<file path="src/rtl/intc_pkg.sv">
package intc_pkg;
  localparam int unsigned BYTE_W = 8;

  localparam logic [3:0] ADR_STAT_A = 4'h0;
  localparam logic [3:0] ADR_PEND_A = 4'h1;
  localparam logic [3:0] ADR_MASK_A = 4'h2;
  localparam logic [3:0] ADR_CLR_A  = 4'h3;
  localparam logic [3:0] ADR_STAT_B = 4'h4;
  localparam logic [3:0] ADR_PEND_B = 4'h5;
  localparam logic [3:0] ADR_MASK_B = 4'h6;
  localparam logic [3:0] ADR_FMASK  = 4'h8;
  localparam logic [3:0] ADR_FPEND  = 4'h9;

  // masked request of one bank
  function automatic logic [BYTE_W-1:0] pend_f(input logic [BYTE_W-1:0] stat,
                                               input logic [BYTE_W-1:0] mask);
    return stat & mask;
  endfunction

  // next value of an edge latch: a new edge outranks a clear
  function automatic logic latch_next_f(input logic cur, input logic rise,
                                        input logic clr);
    return rise | (cur & ~clr);
  endfunction
endpackage

</file>
<file path="src/rtl/intc_sync.sv">
module intc_sync #(
  parameter int unsigned W = 8
) (
  input  logic         clk_i,
  input  logic         rst_ni,
  input  logic [W-1:0] async_i,
  output logic [W-1:0] meta_o,
  output logic [W-1:0] sync_o
);
  always_ff @(posedge clk_i or negedge rst_ni) begin
    if (!rst_ni) begin
      meta_o <= '0;
      sync_o <= '0;
    end else begin
      meta_o <= async_i;
      sync_o <= meta_o;
    end
  end
endmodule

</file>
<file path="src/rtl/intc_edge_bank.sv">
module intc_edge_bank #(
  parameter int unsigned    W         = 8,
  parameter logic [W-1:0]   EDGE_MASK = '0
) (
  input  logic         clk_i,
  input  logic         rst_ni,
  input  logic [W-1:0] lvl_i,
  input  logic [W-1:0] clr_i,
  output logic [W-1:0] rise_o,
  output logic [W-1:0] stat_o
);
  import intc_pkg::*;

  for (genvar i = 0; i < W; i++) begin : g_bit
    if (EDGE_MASK[i]) begin : g_edge
      logic prev_q, held_q;
      assign rise_o[i] = lvl_i[i] & ~prev_q;
      always_ff @(posedge clk_i or negedge rst_ni) begin
        if (!rst_ni) begin
          prev_q <= 1'b0;
          held_q <= 1'b0;
        end else begin
          prev_q <= lvl_i[i];
          held_q <= latch_next_f(held_q, rise_o[i], clr_i[i]);
        end
      end
      assign stat_o[i] = held_q;
    end else begin : g_level
      assign rise_o[i] = 1'b0;
      assign stat_o[i] = lvl_i[i];
    end
  end
endmodule

</file>
<file path="src/rtl/dual_bank_intc.sv">
module dual_bank_intc #(
  parameter int unsigned BANK_W = 8,
  parameter int unsigned ADDR_W = 4,
  parameter logic [7:0]  EDGE_A = 8'h6C
) (
  input  logic              clk_i,
  input  logic              rst_ni,
  input  logic [15:0]       src_i,
  input  logic              bus_sel_i,
  input  logic              bus_we_i,
  input  logic [ADDR_W-1:0] bus_addr_i,
  input  logic [7:0]        bus_wdata_i,
  output logic [7:0]        bus_rdata_o,
  output logic              irq_o,
  output logic              fiq_o
);
  import intc_pkg::*;

  localparam int unsigned NSRC = 2 * BANK_W;

  logic [NSRC-1:0]   meta, lvl;
  logic [BANK_W-1:0] stat_a, stat_b, rise_a, rise_b, clr_a;
  logic [BANK_W-1:0] mask_a, mask_b, fmask;
  logic [BANK_W-1:0] pend_a, pend_b, fpend;
  logic              wr_stb;

  intc_sync #(.W(NSRC)) u_sync (
    .clk_i(clk_i), .rst_ni(rst_ni), .async_i(src_i),
    .meta_o(meta), .sync_o(lvl)
  );

  assign wr_stb = bus_sel_i & bus_we_i;
  assign clr_a  = (wr_stb && bus_addr_i == ADR_CLR_A) ? bus_wdata_i : '0;

  intc_edge_bank #(.W(BANK_W), .EDGE_MASK(EDGE_A)) u_bank_a (
    .clk_i(clk_i), .rst_ni(rst_ni), .lvl_i(lvl[BANK_W-1:0]),
    .clr_i(clr_a), .rise_o(rise_a), .stat_o(stat_a)
  );

  intc_edge_bank #(.W(BANK_W), .EDGE_MASK('0)) u_bank_b (
    .clk_i(clk_i), .rst_ni(rst_ni), .lvl_i(lvl[NSRC-1:BANK_W]),
    .clr_i('0), .rise_o(rise_b), .stat_o(stat_b)
  );

  always_ff @(posedge clk_i or negedge rst_ni) begin
    if (!rst_ni) begin
      mask_a <= '0;
      mask_b <= '0;
      fmask  <= '0;
    end else if (wr_stb) begin
      case (bus_addr_i)
        ADR_MASK_A: mask_a <= bus_wdata_i;
        ADR_MASK_B: mask_b <= bus_wdata_i;
        ADR_FMASK:  fmask  <= bus_wdata_i;
        default: ;
      endcase
    end
  end

  assign pend_a = pend_f(stat_a, mask_a);
  assign pend_b = pend_f(stat_b, mask_b);
  assign fpend  = pend_f(stat_a, fmask);
  assign irq_o  = |{pend_a, pend_b};
  assign fiq_o  = |fpend;

  always_comb begin
    case (bus_addr_i)
      ADR_STAT_A: bus_rdata_o = stat_a;
      ADR_PEND_A: bus_rdata_o = pend_a;
      ADR_MASK_A: bus_rdata_o = mask_a;
      ADR_STAT_B: bus_rdata_o = stat_b;
      ADR_PEND_B: bus_rdata_o = pend_b;
      ADR_MASK_B: bus_rdata_o = mask_b;
      ADR_FMASK:  bus_rdata_o = fmask;
      ADR_FPEND:  bus_rdata_o = fpend;
      default:    bus_rdata_o = '0;
    endcase
  end
endmodule

</file>
<file path="config.mk">
export PLATFORM = sky130hd
export DESIGN_NAME = dual_bank_intc
export DESIGN_NICKNAME = d
export VERILOG_FILES = /design/src/rtl/intc_pkg.sv /design/src/rtl/intc_sync.sv /design/src/rtl/intc_edge_bank.sv /design/src/rtl/dual_bank_intc.sv
export SDC_FILE = /design/constraint.sdc
export NUM_CORES = 1
export LEC_CHECK = 0
export BUFFER_PORTS_ARGS = -buffer_cell sky130_fd_sc_hd__buf_2
export CORE_AREA = 3 3 103 105
export CTS_BUF_LIST = sky130_fd_sc_hd__clkbuf_8
export CTS_CLUSTER_DIAMETER = 100
export DETAILED_ROUTE_END_ITERATION = 7
export DIE_AREA = 0 0 106 108
export GPL_ROUTABILITY_DRIVEN = 0
export PLACE_DENSITY_LB_ADDON = 0.08
export SLEW_MARGIN = 25
export SYNTH_ARGS = -nofsm -noshare
export SYNTH_HDL_FRONTEND = slang
export SYNTH_HIERARCHICAL = 1
export SYNTH_SLANG_ARGS = --single-unit
</file>
<file path="constraint.sdc">
create_clock -name clk_i -period 2 [get_ports clk_i]
set_input_delay 0.4 -clock clk_i [delete_from_list [all_inputs] [get_ports clk_i]]
set_output_delay 0.4 -clock clk_i [all_outputs]
set_load 0.01 [all_outputs]
</file>
==> results of run 1 <==
[worst max-delay path: cells and delay by family (launching register included)]
family / cells / cell delay (ns)
AND/OR/NAND/NOR: 2 / 0.31
AO/OA/AOI/OAI: 2 / 0.44
flip-flops: 1 / 0.42
buffers and inverters: 1 / 0.17
[registers in the layout, summed over array words and instances (netlist names)]
name and flops:
fmask 8, mask_a 8, mask_b 8, u_bank_a/g_bit.g_edge.held_q 4, u_bank_a/g_bit.g_edge.prev_q 4, u_sync/meta_o 16, u_sync/sync_o 16
[layer usage]
layer  global-route usage  vias up  routed length, um
li1                     -      909                  -
met1                0.193     1000               3460
met2                0.194       48               3220
met3               0.0370        6                297
met4               0.0518        0                 96
met5                    0        -                  0
[power groups by stage]
stage	logic [uW]	registers, uW	clock network, uW
floorplan	279	1520	0
global route	538	1570	1150
CTS	446	1550	1070
detailed placement	412	1580	0
global placement	407	1580	0
finish	487	1550	1020
[stage by stage]
step	total power [uW]	utilization
6_report	3060	0.363
5_1_grt	3250	0.363
4_1_cts	3060	0.350
3_5_place_dp	1990	0.327
3_3_place_gp	1990	0.327
2_1_floorplan	1800	-
[layout make-up]
class	count	area share
inverter	5	0.00639
tap	133	0.0472
multi-input combinational	127	0.305
clock buffer	12	0.0468
clock inverter	4	0.00532
sequential	64	0.454
timing repair buffer	71	0.135
[worst paths after layout]
path	startpoint	to	slack (ns)	cells after the start
setup / recovery	mask_a[7]	irq_o	-0.08	5
max in group asynchronous	rst_ni	u_sync/meta_o[7]	1.66	2
hold reg to reg	u_sync/meta_o[7]	u_sync/sync_o[7]	0.34	0
min in group clk_i	src_i[10]	u_sync/meta_o[10]	0.16	1
hold / removal	rst_ni	fmask[6]	0.08	2
setup reg to reg	mask_a[3]	mask_a[3]	1.08	2
[timing repair]
item,in CTS,in global routing
pin swaps,2,10
cloned,0,0
setup endpoints to repair,3,9
setup buffers,4,6
gates resized for setup,3,19
==> impl_metrics.tcl, run 1 <==
set metrics [dict create \
    tns_ns -0.0817 \
    area_growth_pct 26.6 \
    p_leak_uw 0.00158 \
    violations "setup timing" \
    start_util 0.286 \
    grt_pass1_wl_mm 11.4 \
    wirelength_mm 7.07 \
    multi_input_area_mm2 0.00108 \
    power.density_mw_per_mm2 866 \
    drtPass1Iterations 4 \
    drv_slew 0 \
    syn_nets 253 \
    hold_violations 0 \
    die_w_um 106 \
    dpl.hpwl_mm 4.94 \
    layout.nets 310 \
    rsz0062_at_grt "yes" \
    diodes 0 \
    num_rows 36 \
    syn_area_per_cell_um2 12.6 \
    period_share 1.04 \
    fill_cells 1009 \
    syn_area_mm2 0.00279 \
    required_ns 1.60 \
    p_sw_frac 0.267 \
    wl_per_cell_um 17.0 \
    layout-drive-gt1-share 0.473 \
    clock_path_buffers 2 \
    intPower_uw 2240 \
    crit_type "flop to primary output" \
    finClkSkew_ns 0.00607 \
    status "finished, violations left" \
    dpl_worst_slack_ns 0.0378 \
    power_frac_comb 0.159 \
    layout_common_cells "dfrtp_1, buf_2, buf_4" \
    portBuffers 41 \
    cp.arrival_ns 1.68 \
    cp-end-kind "primary output" \
    yosysWarnings 6 \
    slew_headroom 0.775 \
    cts_root_buf "clkbuf_8" \
    drt_iter0_drc 129 \
    placed_area_mm2 0.00318 \
    antenna_found_initial 0 \
    vias_per_cell 4.72 \
    crit_path_max_fanout 4 \
    numCtsBuffers 9 \
    cts_tree "yes" \
    core_area_mm2 0.00973 \
    hold_class "input port to asynchronous set/reset pin" \
    period_minus_slack_ns 2.08 \
    h-tree-depth 3 \
    max_stage_delay_ns 0.42 \
    maxCapViolCount 0 \
    ff_latch_area_mm2 0.00160 \
    route.detailed.drc 0 \
    power_frac_seq 0.507 \
    placedCellCount 390 \
    design_area_mm2 0.00353 \
    critPathSlowestCell "dfrtp_1" \
    worstPathCellList "a22o_1 -> a221oi_2 -> and3_1 -> nand4_1 -> buf_2" \
    die-area_mm2 0.0114 \
    layout_commonest_cell "dfrtp_1" \
    pin_count 42 \
    grt_max_degree 65 \
    cts.clk_slew.worst_paths_ns 0.07 \
    die_y_um 108 \
    grt_pass1_vias 2022 \
    cts_hold_buf 0 \
    hold_ws_ns 0.0762 \
    clock_latency_ns 0.34 \
    max-vdd-ir-drop_mv 0.305 \
    p_switching_uw 815 \
    start_kind "flop" \
    setup_ws_ns -0.0817 \
    clkSinkCount 64 \
    worst_slew_pin_slew_ns 0.338 \
    postSynthCellCount 221 \
    power_frac_clock 0.334 \
    finalSetupViolations 1 \
    overflow 0 \
    clock.fmax_ghz 0.480 \
    vias 1963 \
    instances_no_fill 416 \
    grt_usage 0.135 \
    ant_nets 0 \
]
Power figures use the tool's default switching activity.
==> inputs of run 2 (changes only) <==
Settings changed: CORE_AREA 3 3 103 105 to 3 3 85 87, DIE_AREA 0 0 106 108 to 0 0 88 90.
==> impl_metrics.tcl, run 2 (synthesis gave the netlist of run 1 again) <==
set metrics [dict create \
    status "finished, violations left" \
    violations "setup timing" \
    crit_path_max_fanout 2 \
    grt_pass1_wl_mm 10.4 \
    die_y_um 90 \
    layout_commonest_cell "dfrtp_1" \
    h-tree-depth 3 \
    clkSinkCount 64 \
    intPower_uw 2400 \
    power_frac_clock 0.372 \
    finalSetupViolations 1 \
    period_share 1.05 \
    hold_violations 0 \
    dpl_worst_slack_ns 0.0540 \
    dpl.hpwl_mm 4.51 \
    core_area_mm2 0.00642 \
    num_rows 29 \
    route.detailed.drc 0 \
    cts_tree "yes" \
    wl_per_cell_um 17.7 \
    vias 1959 \
    grt_max_degree 65 \
    numCtsBuffers 9 \
    die-area_mm2 0.00792 \
    max-vdd-ir-drop_mv 0.688 \
    start_util 0.434 \
    ant_nets 0 \
    drtPass1Iterations 4 \
    grt_usage 0.175 \
    slew_headroom 0.779 \
    finClkSkew_ns 0.00414 \
    wirelength_mm 6.31 \
    reg_top3 "u_sync/meta_o (16), u_sync/sync_o (16)" \
    pin_count 42 \
    worst_slew_pin_slew_ns 0.332 \
    clock_path_buffers 2 \
    ff2ff_setup_slack_ns 1.07 \
    layout_common_cells "dfrtp_1, buf_2, buf_4" \
    portBuffers 41 \
    drt_iter0_drc 203 \
    grt_pass1_vias 1913 \
    layout.nets 307 \
    antenna_found_initial 0 \
    hold_class "input port to asynchronous set/reset pin" \
    cp-end-kind "primary output" \
    p_leak_uw 0.00157 \
    vias_per_cell 5.49 \
    placed_area_mm2 0.00309 \
    p_switching_uw 782 \
    power_frac_seq 0.487 \
    power.density_mw_per_mm2 930 \
    worstRegToRegCells 2 \
    cts_root_buf "clkbuf_8" \
    cp.arrival_ns 1.70 \
    period_minus_slack_ns 2.10 \
    drv_slew 0 \
    rsz0062_at_grt "yes" \
    setup_ws_ns -0.102 \
    p_sw_frac 0.246 \
    overflow 0 \
    hold_ws_ns 0.0609 \
    design_area_mm2 0.00342 \
    clock_latency_ns 0.33 \
    cts.clk_slew.worst_paths_ns 0.07 \
    maxCapViolCount 0 \
    clock.fmax_ghz 0.476 \
    diodes 0 \
    required_ns 1.60 \
    power_frac_comb 0.141 \
    crit_type "flop to primary output" \
    start_kind "flop" \
    die_w_um 88 \
    area_growth_pct 22.8 \
    layout-drive-gt1-share 0.446 \
]
==> run 2: worst paths after layout <==
kind	startpoint	to
worst max-delay path	mask_b[3]	irq_o
worst min-delay path	rst_ni	mask_a[1]
worst max register to register	mask_a[6]	mask_a[6]
worst min register to register	u_sync/meta_o[15]	u_sync/sync_o[15]
max in group asynchronous	rst_ni	fmask[5]
min in group clk_i	src_i[7]	u_sync/meta_o[7]
==> run 2: area by class of cell <==
cell class	instances	area, um^2
clock buffers	10	138
clock inverters	6	76.3
fillers	604	3000
inverters	5	22.5
multi-input cells	127	1050
flip-flops and latches	64	1600
well taps	77	96.3
repair buffers	68	435
==> run 2: worst max-delay path, cell delays in order, from the launching register on <==
cell,delay [ns]
dfrtp_1,0.39
a22o_1,0.25
a221oi_2,0.21
and3_1,0.22
nand4_1,0.13
buf_2,0.17
==> run 2: through the flow <==
stage	util	std cells	TNS [ns]	power (uW)
final	0.533	357	-0.102	3180
after floorplan	-	221	0	1800
after global routing	0.533	357	-0.207	3350
after CTS	0.520	354	-0.0815	3190
after global placement	0.482	335	0	1970
after detailed placement	0.482	335	0	1980
==> run 2: timing repair <==
action,in CTS,in global routing
setup endpoints to repair,2,7
gates cloned,0,0
endpoints found under the hold margin,0,0
buffers inserted,3,3
hold buffers,0,0
pin swaps,2,4
gates resized for setup,1,15
==> run 2: power groups by stage <==
| stage | registers, uW | clock network, uW | logic, uW |
|---|---|---|---|
| after CTS | 1540 | 1230 | 423 |
| after global routing | 1570 | 1290 | 493 |
| after global placement | 1570 | 0 | 404 |
| final | 1550 | 1180 | 449 |
| after floorplan | 1520 | 0 | 279 |
| after detailed placement | 1570 | 0 | 408 |
==> run 2: per-layer routing <==
| layer | routed length (um) | vias up | GRT usage | share of wire |
|---|---|---|---|---|
| met1 | 2940 | 978 | 0.258 | 0.47 |
| met3 | 488 | 10 | 0.0558 | 0.077 |
| li1 | - | 901 | - | - |
| met2 | 2750 | 70 | 0.234 | 0.44 |
| met5 | 0 | - | 0 | 0 |
| met4 | 131 | 0 | 0.0716 | 0.021 |
==> inputs of run 3 (changes only) <==
Settings changed: ABC_AREA set to 1, CORE_AREA 3 3 85 87 to 3 3 89 91, DIE_AREA 0 0 88 90 to 0 0 92 94.
==> impl_metrics.tcl, run 3 <==
set metrics [dict create \
    rsz0062_at_grt "no" \
    numCtsBuffers 9 \
    antenna_found_initial 0 \
    reg_top3 "u_sync/meta_o (16), u_sync/sync_o (16)" \
    finClkSkew_ns 0.00689 \
    ff_latch_area_mm2 0.00160 \
    hold_violations 0 \
    required_ns 1.60 \
    cts.clk_slew.worst_paths_ns 0.08 \
    die_y_um 94 \
    worst_slew_pin_slew_ns 0.390 \
    postSynthCellCount 369 \
    grt_max_degree 45 \
    die-area_mm2 0.00865 \
    max-vdd-ir-drop_mv 0.522 \
    p_leak_uw 0.00197 \
    pin_count 42 \
    clock_path_buffers 2 \
    crit_path_max_fanout 4 \
    layout_commonest_cell "nand2_1" \
    ant_nets 0 \
    grt_pass1_vias 2403 \
    core_area_mm2 0.00721 \
    design_area_mm2 0.00361 \
    start_util 0.431 \
    crit_end "fiq_o" \
    finalSetupViolations 0 \
    diodes 0 \
    grt_pass1_wl_mm 12.1 \
    drt_iter0_drc 156 \
    maxCapViolCount 0 \
    utilization 0.501 \
    yosysWarnings 6 \
    route.detailed.drc 0 \
    slew_headroom 0.739 \
    hold_class "input port to flop" \
    startpoint "u_bank_a/g_bit[3].g_edge.held_q" \
    wirelength_mm 7.21 \
    placed_area_mm2 0.00335 \
    portBuffers 41 \
    clock_latency_ns 0.33 \
    cp-end-kind "primary output" \
    cts_resized 0 \
    r2r_end "u_bank_a/g_bit[6].g_edge.held_q" \
    cp.arrival_ns 1.45 \
    fill_cells 748 \
    vias_per_cell 4.88 \
    syn_area_mm2 0.00311 \
    reg2reg_from "u_bank_a/g_bit[6].g_edge.held_q" \
    tns_ns 0 \
    cts_tree "yes" \
    vias 2466 \
    h-tree-depth 3 \
    clock.fmax_ghz 0.541 \
    period_share 0.924 \
    status "complete, no violations" \
    period_minus_slack_ns 1.85 \
    start_kind "flop" \
    power.density_mw_per_mm2 933 \
    num_rows 31 \
    p_total_uw 3370 \
    grt_usage 0.185 \
    crit_type "flop to primary output" \
    die_w_um 92 \
    layout_common_cells "nand2_1, dfrtp_1, nand3_1" \
    layout-drive-gt1-share 0.212 \
    instances_no_fill 505 \
    cts_root_buf "clkbuf_8" \
    syn_area_per_cell_um2 8.43 \
    layout.nets 433 \
    placedCellCount 488 \
    multi_input_area_mm2 0.00116 \
    area_growth_pct 16.1 \
    drv_slew 0 \
    wl_per_cell_um 14.3 \
    drtPass1Iterations 5 \
    clkSinkCount 64 \
    worstRegToRegCells 2 \
    ff2ff_setup_slack_ns 1.29 \
    syn_nets 401 \
    overflow 0 \
    dpl.hpwl_mm 5.19 \
]
## run 3: how the worst min path moves through the flow
stage / start / end / slack, ns / cells after the start
floorplan: rst_ni / fmask[0] / 0.10 / 0
global placement: rst_ni / u_sync/sync_o[8] / 0.20 / 1
detailed placement: rst_ni / u_sync/sync_o[8] / 0.21 / 1
CTS: src_i[1] / u_sync/meta_o[1] / 0.14 / 1
global route: src_i[2] / u_sync/meta_o[2] / 0.14 / 1
finish: src_i[1] / u_sync/meta_o[1] / 0.16 / 1
## run 3: area by class of cell
cell class                 count  share of cell area
inverter                      39              0.0405
tap                           99              0.0343
clock inverter                 5              0.0284
timing repair buffer          49              0.0914
multi-input combinational    238               0.320
sequential                    64               0.443
clock buffer                  11              0.0419
## run 3: what timing repair did
action | CTS | global route
setup buffers | 0 | 0
endpoints found under the hold margin | 1 | 0
hold buffers | 1 | 0
## run 3: metrics by stage
stage          hold WS (ns)  worst slack, ns
2_1_floorplan         0.104            0.442
3_3_place_gp          0.204            0.215
3_5_place_dp          0.212            0.187
4_1_cts               0.139            0.125
5_1_grt               0.137           0.0426
6_report              0.163            0.151
## run 3: where the power goes
| group | switching (uW) | internal [uW] | total [uW] |
|---|---|---|---|
| Combinational | 269 | 177 | 446 |
| Sequential | 108 | 1420 | 1530 |
| Clock | 498 | 894 | 1390 |
| Total | 875 | 2490 | 3370 |
## run 3: routing by layer
layer	vias to the layer above	GRT usage	share of wire
met5	-	0	0
met3	11	0.0425	0.036
met1	1179	0.241	0.46
met4	0	0.0817	0.020
met2	51	0.294	0.48
li1	1225	-	-
## run 3: worst max-delay path: stages (launching register included)
cell,delay (ns)
dfrtp_1,0.43
nand2_1,0.11
nand4_1,0.12
or2_2,0.31
buf_2,0.15
